<file path="src/rtl/spiq_pkg.sv">
package spiq_pkg;
  localparam int DATA_W   = 16;
  localparam int NUM_CS   = 4;
  localparam int DEPTH    = 16;
  localparam int DLY_W    = 8;
  localparam int HALF_DIV = 2;
  localparam int BUS_W    = 32;

  typedef enum logic [2:0] {SQ_IDLE, SQ_FETCH, SQ_ISSUE, SQ_BUSY, SQ_GAP} seq_state_t;
  typedef enum logic [1:0] {EN_IDLE, EN_LOW, EN_HIGH, EN_TAIL} eng_state_t;
endpackage

</file>
<file path="src/rtl/spiq_engine.sv">
module spiq_engine import spiq_pkg::*; #(
  parameter int DW  = DATA_W,
  parameter int NCS = NUM_CS,
  parameter int DIV = HALF_DIV
) (
  input  logic                   clk,
  input  logic                   rst,
  input  logic                   start,
  input  logic [DW-1:0]          tx,
  input  logic [$clog2(DW)-1:0]  len_m1,
  input  logic [$clog2(NCS)-1:0] cs_sel,
  input  logic                   miso,
  output logic                   sclk,
  output logic                   mosi,
  output logic [NCS-1:0]         cs_n,
  output logic                   done,
  output logic [DW-1:0]          rx
);
  localparam int LEN_W = $clog2(DW);
  localparam int DIV_W = $clog2(DIV + 1);

  eng_state_t       st;
  logic [DIV_W-1:0] div;
  logic [LEN_W-1:0] bits_left;
  logic [DW-1:0]    sh;
  logic [DW-1:0]    aligned;
  logic             tick;

  assign tick = (div == DIV_W'(DIV - 1));

  always_comb begin
    aligned = tx << (LEN_W'(DW - 1) - len_m1);
  end

  always_ff @(posedge clk) begin
    if (rst) begin
      st        <= EN_IDLE;
      div       <= '0;
      bits_left <= '0;
      sh        <= '0;
      rx        <= '0;
      sclk      <= 1'b0;
      mosi      <= 1'b0;
      cs_n      <= '1;
      done      <= 1'b0;
    end else begin
      done <= 1'b0;
      if (st == EN_IDLE) div <= '0;
      else               div <= tick ? '0 : div + 1'b1;
      case (st)
        EN_IDLE: if (start) begin
          cs_n      <= ~(NCS'(1) << cs_sel);
          sh        <= aligned;
          mosi      <= aligned[DW-1];
          bits_left <= len_m1;
          rx        <= '0;
          st        <= EN_LOW;
        end
        EN_LOW: if (tick) begin
          sclk <= 1'b1;
          rx   <= {rx[DW-2:0], miso};
          st   <= EN_HIGH;
        end
        EN_HIGH: if (tick) begin
          sclk <= 1'b0;
          if (bits_left == '0) begin
            st <= EN_TAIL;
          end else begin
            sh        <= sh << 1;
            mosi      <= sh[DW-2];
            bits_left <= bits_left - 1'b1;
            st        <= EN_LOW;
          end
        end
        EN_TAIL: if (tick) begin
          cs_n <= '1;
          done <= 1'b1;
          st   <= EN_IDLE;
        end
        default: st <= EN_IDLE;
      endcase
    end
  end
endmodule

</file>
<file path="src/rtl/spiq_seq.sv">
module spiq_seq import spiq_pkg::*; #(
  parameter int DEPTH_P = DEPTH,
  parameter int DLY_P   = DLY_W
) (
  input  logic                       clk,
  input  logic                       rst,
  input  logic                       run,
  input  logic                       wrap,
  input  logic [$clog2(DEPTH_P)-1:0] start_ptr,
  input  logic [$clog2(DEPTH_P)-1:0] end_ptr,
  input  logic [DLY_P-1:0]           dly,
  input  logic                       eng_done,
  output logic [$clog2(DEPTH_P)-1:0] idx,
  output logic                       eng_start,
  output logic                       rx_we,
  output logic                       finish
);
  seq_state_t       st;
  logic [DLY_P-1:0] gap;
  logic             decide;

  assign decide    = (st == SQ_GAP) && (gap == '0);
  assign eng_start = (st == SQ_ISSUE);
  assign rx_we     = (st == SQ_BUSY) && eng_done;
  assign finish    = decide && run && (idx == end_ptr) && !wrap;

  always_ff @(posedge clk) begin
    if (rst) begin
      st  <= SQ_IDLE;
      idx <= '0;
      gap <= '0;
    end else begin
      case (st)
        SQ_IDLE: if (run) begin
          idx <= start_ptr;
          st  <= SQ_FETCH;
        end
        SQ_FETCH: st <= SQ_ISSUE;
        SQ_ISSUE: st <= SQ_BUSY;
        SQ_BUSY: if (eng_done) begin
          gap <= dly;
          st  <= SQ_GAP;
        end
        SQ_GAP: begin
          if (gap != '0) begin
            gap <= gap - 1'b1;
          end else if (!run) begin
            st <= SQ_IDLE;
          end else if (idx == end_ptr) begin
            if (wrap) begin
              idx <= start_ptr;
              st  <= SQ_FETCH;
            end else begin
              st <= SQ_IDLE;
            end
          end else begin
            idx <= idx + 1'b1;
            st  <= SQ_FETCH;
          end
        end
        default: st <= SQ_IDLE;
      endcase
    end
  end
endmodule

</file>
<file path="src/rtl/spiq_regs.sv">
module spiq_regs import spiq_pkg::*; #(
  parameter int DW      = DATA_W,
  parameter int DEPTH_P = DEPTH,
  parameter int BW      = BUS_W
) (
  input  logic                       clk,
  input  logic                       rst,
  input  logic                       wr_en,
  input  logic [$clog2(DEPTH_P)+1:0] wr_addr,
  input  logic [BW-1:0]              wr_data,
  input  logic [$clog2(DEPTH_P)+1:0] rd_addr,
  output logic [BW-1:0]              rd_data,
  input  logic [$clog2(DEPTH_P)-1:0] cmd_raddr,
  output logic [BW-1:0]              cmd_q,
  input  logic                       rx_we,
  input  logic [$clog2(DEPTH_P)-1:0] rx_waddr,
  input  logic [DW-1:0]              rx_wdata,
  input  logic                       finish,
  output logic                       run,
  output logic                       wrap,
  output logic [$clog2(DEPTH_P)-1:0] start_ptr,
  output logic [$clog2(DEPTH_P)-1:0] end_ptr,
  output logic                       done_flag
);
  localparam int IDX_W  = $clog2(DEPTH_P);
  localparam int ADDR_W = IDX_W + 2;
  localparam int PTR0   = 4;
  localparam int PTR1   = 8;

  logic [BW-1:0] cmd_mem [DEPTH_P];
  logic [DW-1:0] rx_mem  [DEPTH_P];
  logic [DW-1:0] rx_q;
  logic [1:0]    rd_kind_q;
  logic          wr_cmd, wr_ctrl, wr_stat;

  assign wr_cmd  = wr_en && (wr_addr[ADDR_W-1:IDX_W] == 2'd0);
  assign wr_ctrl = wr_en && (wr_addr == {2'd2, IDX_W'(0)});
  assign wr_stat = wr_en && (wr_addr == {2'd2, IDX_W'(1)});

  always_ff @(posedge clk) begin
    if (wr_cmd) cmd_mem[wr_addr[IDX_W-1:0]] <= wr_data;
    cmd_q <= cmd_mem[cmd_raddr];
  end

  always_ff @(posedge clk) begin
    if (rx_we) rx_mem[rx_waddr] <= rx_wdata;
    rx_q <= rx_mem[rd_addr[IDX_W-1:0]];
  end

  always_ff @(posedge clk) begin
    if (rst) begin
      run       <= 1'b0;
      wrap      <= 1'b0;
      start_ptr <= '0;
      end_ptr   <= '0;
      done_flag <= 1'b0;
      rd_kind_q <= 2'd0;
    end else begin
      if (wr_ctrl) begin
        run       <= wr_data[0];
        wrap      <= wr_data[1];
        start_ptr <= wr_data[PTR0 +: IDX_W];
        end_ptr   <= wr_data[PTR1 +: IDX_W];
      end
      if (finish) run <= 1'b0;
      if (wr_stat && wr_data[0]) done_flag <= 1'b0;
      if (finish) done_flag <= 1'b1;
      case (rd_addr[ADDR_W-1:IDX_W])
        2'd1:    rd_kind_q <= 2'd1;
        2'd2:    rd_kind_q <= (rd_addr[IDX_W-1:0] == IDX_W'(0)) ? 2'd2 :
                              (rd_addr[IDX_W-1:0] == IDX_W'(1)) ? 2'd3 : 2'd0;
        default: rd_kind_q <= 2'd0;
      endcase
    end
  end

  always_comb begin
    rd_data = '0;
    case (rd_kind_q)
      2'd1: rd_data[DW-1:0] = rx_q;
      2'd2: begin
        rd_data[0]             = run;
        rd_data[1]             = wrap;
        rd_data[PTR0 +: IDX_W] = start_ptr;
        rd_data[PTR1 +: IDX_W] = end_ptr;
      end
      2'd3: rd_data[0] = done_flag;
      default: rd_data = '0;
    endcase
  end
endmodule

</file>
<file path="src/rtl/spiq_ctrl.sv">
module spiq_ctrl import spiq_pkg::*; #(
  parameter int DW      = DATA_W,
  parameter int NCS     = NUM_CS,
  parameter int DEPTH_P = DEPTH,
  parameter int DLY_P   = DLY_W,
  parameter int DIV     = HALF_DIV,
  parameter int BW      = BUS_W
) (
  input  logic                       clk,
  input  logic                       rst,
  input  logic                       wr_en,
  input  logic [$clog2(DEPTH_P)+1:0] wr_addr,
  input  logic [BW-1:0]              wr_data,
  input  logic [$clog2(DEPTH_P)+1:0] rd_addr,
  output logic [BW-1:0]              rd_data,
  output logic                       sclk,
  output logic                       mosi,
  input  logic                       miso,
  output logic [NCS-1:0]             cs_n
);
  localparam int IDX_W   = $clog2(DEPTH_P);
  localparam int LEN_W   = $clog2(DW);
  localparam int CS_W    = $clog2(NCS);
  localparam int LEN_LSB = DW;
  localparam int CS_LSB  = LEN_LSB + LEN_W;
  localparam int DLY_LSB = CS_LSB + CS_W;

  logic [BW-1:0]    cmd_q;
  logic [IDX_W-1:0] idx;
  logic [IDX_W-1:0] start_ptr, end_ptr;
  logic             run, wrap, done_flag, finish;
  logic             eng_start, eng_done, rx_we;
  logic [DW-1:0]    eng_rx;

  spiq_regs #(.DW(DW), .DEPTH_P(DEPTH_P), .BW(BW)) regs_i (
    .clk(clk), .rst(rst),
    .wr_en(wr_en), .wr_addr(wr_addr), .wr_data(wr_data),
    .rd_addr(rd_addr), .rd_data(rd_data),
    .cmd_raddr(idx), .cmd_q(cmd_q),
    .rx_we(rx_we), .rx_waddr(idx), .rx_wdata(eng_rx),
    .finish(finish), .run(run), .wrap(wrap),
    .start_ptr(start_ptr), .end_ptr(end_ptr), .done_flag(done_flag)
  );

  spiq_seq #(.DEPTH_P(DEPTH_P), .DLY_P(DLY_P)) seq_i (
    .clk(clk), .rst(rst), .run(run), .wrap(wrap),
    .start_ptr(start_ptr), .end_ptr(end_ptr),
    .dly(cmd_q[DLY_LSB +: DLY_P]), .eng_done(eng_done),
    .idx(idx), .eng_start(eng_start), .rx_we(rx_we), .finish(finish)
  );

  spiq_engine #(.DW(DW), .NCS(NCS), .DIV(DIV)) eng_i (
    .clk(clk), .rst(rst), .start(eng_start),
    .tx(cmd_q[DW-1:0]), .len_m1(cmd_q[LEN_LSB +: LEN_W]),
    .cs_sel(cmd_q[CS_LSB +: CS_W]), .miso(miso),
    .sclk(sclk), .mosi(mosi), .cs_n(cs_n), .done(eng_done), .rx(eng_rx)
  );
endmodule

</file>
<file path="config.mk">
export PLATFORM = sky130hd
export DESIGN_NAME = spiq_ctrl
export DESIGN_NICKNAME = d
export VERILOG_FILES = /design/src/rtl/spiq_pkg.sv /design/src/rtl/spiq_engine.sv /design/src/rtl/spiq_seq.sv /design/src/rtl/spiq_regs.sv /design/src/rtl/spiq_ctrl.sv
export SDC_FILE = /design/constraint.sdc
export NUM_CORES = 1
export LEC_CHECK = 0
export BUFFER_PORTS_ARGS = -buffer_cell sky130_fd_sc_hd__buf_2
export CAP_MARGIN = 20
export CORE_MARGIN = 5
export CORE_UTILIZATION = 55
export DETAILED_ROUTE_END_ITERATION = 8
export GPL_TIMING_DRIVEN = 0
export PLACE_DENSITY = 0.83
export SYNTH_ARGS = -nofsm -noshare
export SYNTH_HDL_FRONTEND = slang
export SYNTH_SLANG_ARGS = --single-unit
export TNS_END_PERCENT = 20
</file>
<file path="constraint.sdc">
create_clock -name clk -period 5.79 [get_ports clk]
set_clock_uncertainty 0.2 [all_clocks]
set_input_delay 0.8685 -clock clk [delete_from_list [all_inputs] [get_ports clk]]
set_output_delay 0.8685 -clock clk [all_outputs]
set_load 0.01 [all_outputs]
</file>
==> impl_metrics.ini, run 1 <==
[global_routing]
grt_most_used_layer = met2
grt_remaining_overflow = 0
number_of_antenna_violations_at_the_first_check_in_global_routing = 9
first_global_vias = 18400
largest_net_degree_at_the_start_of_global_routing = 25
grt.met3_usage_pct = 5.56
grt_use_met1_pct = 33.3
met2_track_usage_gr_pct = 42.3
wire_length_of_the_first_global_routing_pass_um = 123000
overall_routing_resource_usage_pct = 25.3

[clock_network]
clk_pin_slew_ns = 0.06
clockBufferDepth = 3
tritoncts_clock_tree = done
cts_setup_buffers = 0
ctsResizeCount = 0
hold_buffers = 0
cts_max_level = 3
clock-sinks = 856
worstSkewPairLatency_ns = 0.64
cts-buffers-inserted = 83
clock_tree.root_cell = clkbuf_16

[yosys]
number_of_flops_mapped_to_enable_cells_by_yosys = 736
yosysWarnings = 0
postSynthCellCount = 1658
postSynthAreaPerCell_um2 = 20.0
synthFlopType = edfxtp_1
synth-seq-cells = 856
synth_seq_area_share_pct = 73.9
yosysUniqueCellTypes = 63
mappedNetlistArea_um2 = 33100
synth_async_sr_flop_share_pct = 0

[floorplanning]
num_rows = 90
die_height_um = 255
coreArea_um2 = 60000
initial_cell_density_of_the_core_pct = 55.2
die_area_um2 = 65300
chipWidth_um = 255
floorplan.io_pins = 86

[timing]
maxClockFrequency_ghz = 0.269
layout_worst_path_cycle_share_pct = 64.3
setup_viols_final = 0
worstMarginPinSlew_ns = 1.12
setup_repair_after_global_routing_missed_its_margin = false
fin_setup_tns_ns = 0
drv_slew = 0
relSlewSlack_pct = 25.2
report.final.hold_viol_count = 0
minimum_clock_period_after_layout_ns = 3.72

[final_layout]
final_nets = 1923
post-route-cell-area_um2 = 38200
fin_util_pct = 63.7
footprint_of_the_multi_input_gates_um2 = 8240
layout-drive-gt1-share_pct = 29.7
area_delta_synth_final_pct = 15.3
final.fill_count = 3790
final-seq-area_um2 = 24500

[place]
gpl.final_weighted_congestion = 0.841
placedInstanceArea_um2 = 35400
dpl.hpwl_um = 51400
buffer_ports.inserted = 61

[min_path]
classification_of_the_worst_slack_hold_path = reg2reg

[job]
max_cap_violations = 0

[setup_path]
worstSetupPathType = reg2out
startpoint_type_of_the_worst_setup_path = flop
worst_ep_required_time_ns = 4.72
critPathCaptureType = output pin
crit_fanout = 10
worstPathArrival_ns = 2.65

[routing]
routed-via-count = 18100
finalWirelength_um = 83000
dr.pass1.iters = 6
first_iter_violations = 2459
post_drt_via_cell_ratio = 6.64
drt.antenna.violating_nets = 0
drt-wirelength-per-cell_um = 30.5
drc_errors = 0

[power]
leakagePower_nw = 12.3
max-vdd-ir-drop_uv = 265
powerDensity_nw_per_um2 = 329

[status]
result_of_the_run = completed
## metrics by stage
stage	hold WS, ns	std cells	setup WS (ns)	total power [mW]
floorplan	0.208	1673	1.39	7.06
global placement	0.217	2516	-1.08	7.18
detailed placement	0.223	2557	2.18	7.21
CTS	0.232	2710	2.09	12.6
global route	0.240	2714	2.01	12.9
finish	0.229	2717	2.07	12.6
## kinds of logic after synthesis
kind of cell	share of synthesized area [%]
fa+ha+maj	0.528
buf+inv	1.87
mux	17.1
simple gates	3.63
flops	73.9
xor+xnor	0.106
other cells	0.0113
compound gates	2.80
## layout by cell type, fill, tap and decap left out, drive strengths merged, types with 14 or more instances in the layout
master | synthesis | routed
mux4 | 238 | 238
nor2b | 17 | 17
buf | 64 | 166
inv | 18 | 18
nand2 | 59 | 59
dfxtp | 120 | 120
clkinv | 1 | 27
nor2 | 76 | 76
ha | 14 | 14
o21ai | 28 | 28
nand3 | 23 | 23
nor3 | 24 | 24
mux2i | 26 | 26
a21oi | 50 | 50
clkbuf | 44 | 164
conb | 1 | 16
edfxtp | 736 | 736
## synthesized netlist by cell type (all sizes together), types with 12 or more instances
library cell / instances / area, um2
nor2b: 17 / 106
a21oi: 50 / 250
nand3: 23 / 115
nand2: 59 / 221
inv: 18 / 67.6
nor2: 76 / 285
edfxtp: 736 / 22100
a22oi: 12 / 90.1
mux4: 238 / 5360
dfxtp: 120 / 2400
mux2i: 26 / 260
nor3: 24 / 120
buf: 64 / 384
o21ai: 28 / 144
clkbuf: 44 / 165
ha: 14 / 175
## area by class of cell
type / instances / area share (%)
clock buffer: 119 / 6.33
antenna: 6 / 0.0393
clock inverter: 34 / 0.946
buffer: 108 / 1.44
inverter: 19 / 0.187
multi-input combinational: 690 / 21.6
tap: 782 / 2.56
timing repair buffer: 103 / 2.82
sequential: 856 / 64.1
## report_power, final
part | leakage [nW] | total (mW) | switching, mW | internal [mW]
logic | 3.32 | 0.354 | 0.219 | 0.134
clock network | 1.35 | 5.47 | 2.35 | 3.11
registers | 7.68 | 6.74 | 0.0284 | 6.71
## critical path, stage by stage, from the launching register on
cell,delay [ns]
dfxtp_1,0.34
inv_1,0.10
ha_1,0.38
clkbuf_1,0.53
a222oi_1,0.22
nor2_1,0.25
buf_2,0.18
## state kept, by name, summed over array words and instances, names as in the netlist
name / count
eng_i.bits_left: 4
eng_i.cs_n: 4
eng_i.div: 2
eng_i.done: 1
eng_i.mosi: 1
eng_i.rx: 16
eng_i.sclk: 1
eng_i.sh: 15
eng_i.st: 2
regs_i.cmd_mem: 480
regs_i.cmd_q: 30
regs_i.done_flag: 1
regs_i.end_ptr: 4
regs_i.rd_kind_q: 2
regs_i.run: 1
regs_i.rx_mem: 256
regs_i.rx_q: 16
regs_i.start_ptr: 4
regs_i.wrap: 1
seq_i.gap: 8
seq_i.idx: 4
seq_i.st: 3
## metal layers
metal / vias up / share of wire (%)
met5: - / 0.033
met4: 4 / 3.5
met3: 229 / 11
met2: 1360 / 51
met1: 9275 / 35
li1: 7185 / -
## path summary, 6_finish.rpt
kind	from	end	slack, ns	cells after the start
worst max-delay path	regs_i.rd_kind_q[1]	rd_data[0]	2.07	6
worst min-delay path	eng_i.div[0]	eng_i.div[0]	0.23	1
worst max register to register	seq_i.idx[2]	regs_i.rx_mem[14][13]	2.24	6
worst min register to register	eng_i.div[0]	eng_i.div[0]	0.23	1
Note: power is estimated with default switching activity, not from simulation.
==> run 2: changes to the inputs <==
==> constraint.sdc (replaced) <==
create_clock -name clk -period 3.84 [get_ports clk]
set_clock_uncertainty 0.2 [all_clocks]
set_input_delay 0.576 -clock clk [delete_from_list [all_inputs] [get_ports clk]]
set_output_delay 0.576 -clock clk [all_outputs]
set_load 0.01 [all_outputs]
==> run 2 against run 1 <==
Net effect:
- final cell count is essentially flat
- clock power grew 49%
- register-to-register slack worse by 2.0 ns
- cell area shrank 0.33%
- worst setup slack worse by 1.9 ns
- clock-buffer cell count shrank 11
- worst hold slack got worse by 0.17 ns
- critical path type is now reg2reg
- critical endpoint is now regs_i.rx_mem[15][14]
==> impl_metrics.ini, run 2 (synthesis results as in run 1) <==
[routing]
post_drt_via_cell_ratio = 6.74
finalWirelength_um = 86200
drc_errors = 0
drt.antenna.violating_nets = 0
routed-via-count = 18300
dr.pass1.iters = 8
drt-wirelength-per-cell_um = 31.7
first_iter_violations = 2613

[status]
result_of_the_run = completed

[place]
dpl.hpwl_um = 52600
placedCellCount = 2556
placedInstanceArea_um2 = 35300
buffer_ports.inserted = 61
dpl_worst_slack_ns = 0.341
gpl.final_weighted_congestion = 0.901

[final_layout]
instances_no_fill = 2718
final_nets = 1924
layout-drive-gt1-share_pct = 29.4
layout.cells.most_common = edfxtp_1
post-route-cell-area_um2 = 38100
number_of_flip_flops_in_the_largest_register = 480
most-common-layout-cells = edfxtp_1, mux4_2, dfxtp_1
final.fill_count = 3693
area_delta_synth_final_pct = 14.9

[timing]
worstMarginPinSlew_ns = 1.13
finalWorstSetupSlack_ns = 0.200
setup_viols_final = 0
layout_worst_path_cycle_share_pct = 94.8
holdWs_ns = 0.0572
report.final.hold_viol_count = 0
setup_repair_after_global_routing_missed_its_margin = false
drv_slew = 0
fin_setup_tns_ns = 0
minimum_clock_period_after_layout_ns = 3.64
relSlewSlack_pct = 24.0
maxClockFrequency_ghz = 0.275

[setup_path]
worstSetupPathType = reg2reg
startpoint_type_of_the_worst_setup_path = flop
worst_ep_required_time_ns = 3.96
worstPathArrival_ns = 3.76
critPathCaptureType = flop
setup.reg_to_reg.worst_slack_ns = 0.20
crit_fanout = 10

[clock_network]
tritoncts_clock_tree = done
cts_setup_buffers = 0
ctsResizeCount = 0
cts-buffers-inserted = 83
cts_max_level = 3
clock_tree.root_cell = clkbuf_16
clock-sinks = 856
clk_pin_slew_ns = 0.06
hold_buffers = 0
clockBufferDepth = 3
worstSkewPairLatency_ns = 0.63

[power]
leakagePower_nw = 12.3
max-vdd-ir-drop_uv = 361
powerDensity_nw_per_um2 = 495

[global_routing]
wire_length_of_the_first_global_routing_pass_um = 125000
first_global_vias = 18500
largest_net_degree_at_the_start_of_global_routing = 25
number_of_antenna_violations_at_the_first_check_in_global_routing = 10
overall_routing_resource_usage_pct = 26.1
grt_remaining_overflow = 0

[floorplanning]
initial_cell_density_of_the_core_pct = 55.2
chipWidth_um = 255
coreArea_um2 = 60000
floorplan.io_pins = 86
num_rows = 90
die_height_um = 255
die_area_um2 = 65300

[job]
max_cap_violations = 0

[min_path]
classification_of_the_worst_slack_hold_path = in2reg
==> run 2: cell count changes in the layout (fill, tap and decap cells not counted), moves of 3 or more <==
cell / change
buf_16: -8
buf_4: +3
buf_6: -4
buf_8: +8
bufinv_16: +3
clkbuf_1: -4
clkbuf_8: -5
clkinv_1: +9
clkinv_2: -3
inv_6: +3
==> run 2: path summary, 6_finish.rpt <==
path | startpoint | depth (start not counted) | to
worst max-delay path | seq_i.idx[2] | 6 | regs_i.rx_mem[15][14]
worst min-delay path | miso | 3 | eng_i.rx[0]
worst max register to register | seq_i.idx[2] | 6 | regs_i.rx_mem[15][14]
worst min register to register | eng_i.div[0] | 1 | eng_i.div[0]
==> run 2: worst max-delay path, cell delays in order, from the launching register on <==
cell and delay, ns:
dfxtp_1 0.31, clkbuf_1 0.39, clkbuf_1 0.60, buf_1 0.72
nand2_1 0.31, nor2_2 0.54, buf_8 0.24
==> run 2: final cells by class <==
class                           instances  area (um2)  area share (%)
Clock inverter                         45         447            1.17
Timing Repair Buffer                  104         995            2.61
Antenna cell                            6        15.0          0.0394
Inverter                               19        71.3           0.187
Clock buffer                          108        2280            6.00
Multi-Input combinational cell        690        8240            21.6
Tap cell                              782         978            2.57
Sequential cell                       856       24500            64.3
Buffer                                108         549            1.44
==> run 2: per-layer routing <==
| metal | GRT usage [%] | wire [um] | up-vias |
|---|---|---|---|
| met1 | 32.3 | 29100 | 9348 |
| met4 | 9.27 | 3740 | 8 |
| met5 | 0 | 50 | - |
| met2 | 44.3 | 43300 | 1505 |
| met3 | 7.73 | 10100 | 287 |
| li1 | - | - | 7168 |
==> run 2: per-stage QoR <==
step / power [mW] / util (%)
after floorplan: 10.6 / -
after global placement: 10.8 / 57.5
after detailed placement: 10.9 / 58.8
after CTS: 18.9 / 63.4
after global routing: 19.4 / 63.4
final: 18.9 / 63.5
==> run 2: report_power, final <==
| group | total (mW) | internal [mW] | switching, mW |
|---|---|---|---|
| Sequential | 10.2 | 10.1 | 0.0433 |
| Clock | 8.16 | 4.69 | 3.47 |
| Combinational | 0.548 | 0.203 | 0.344 |
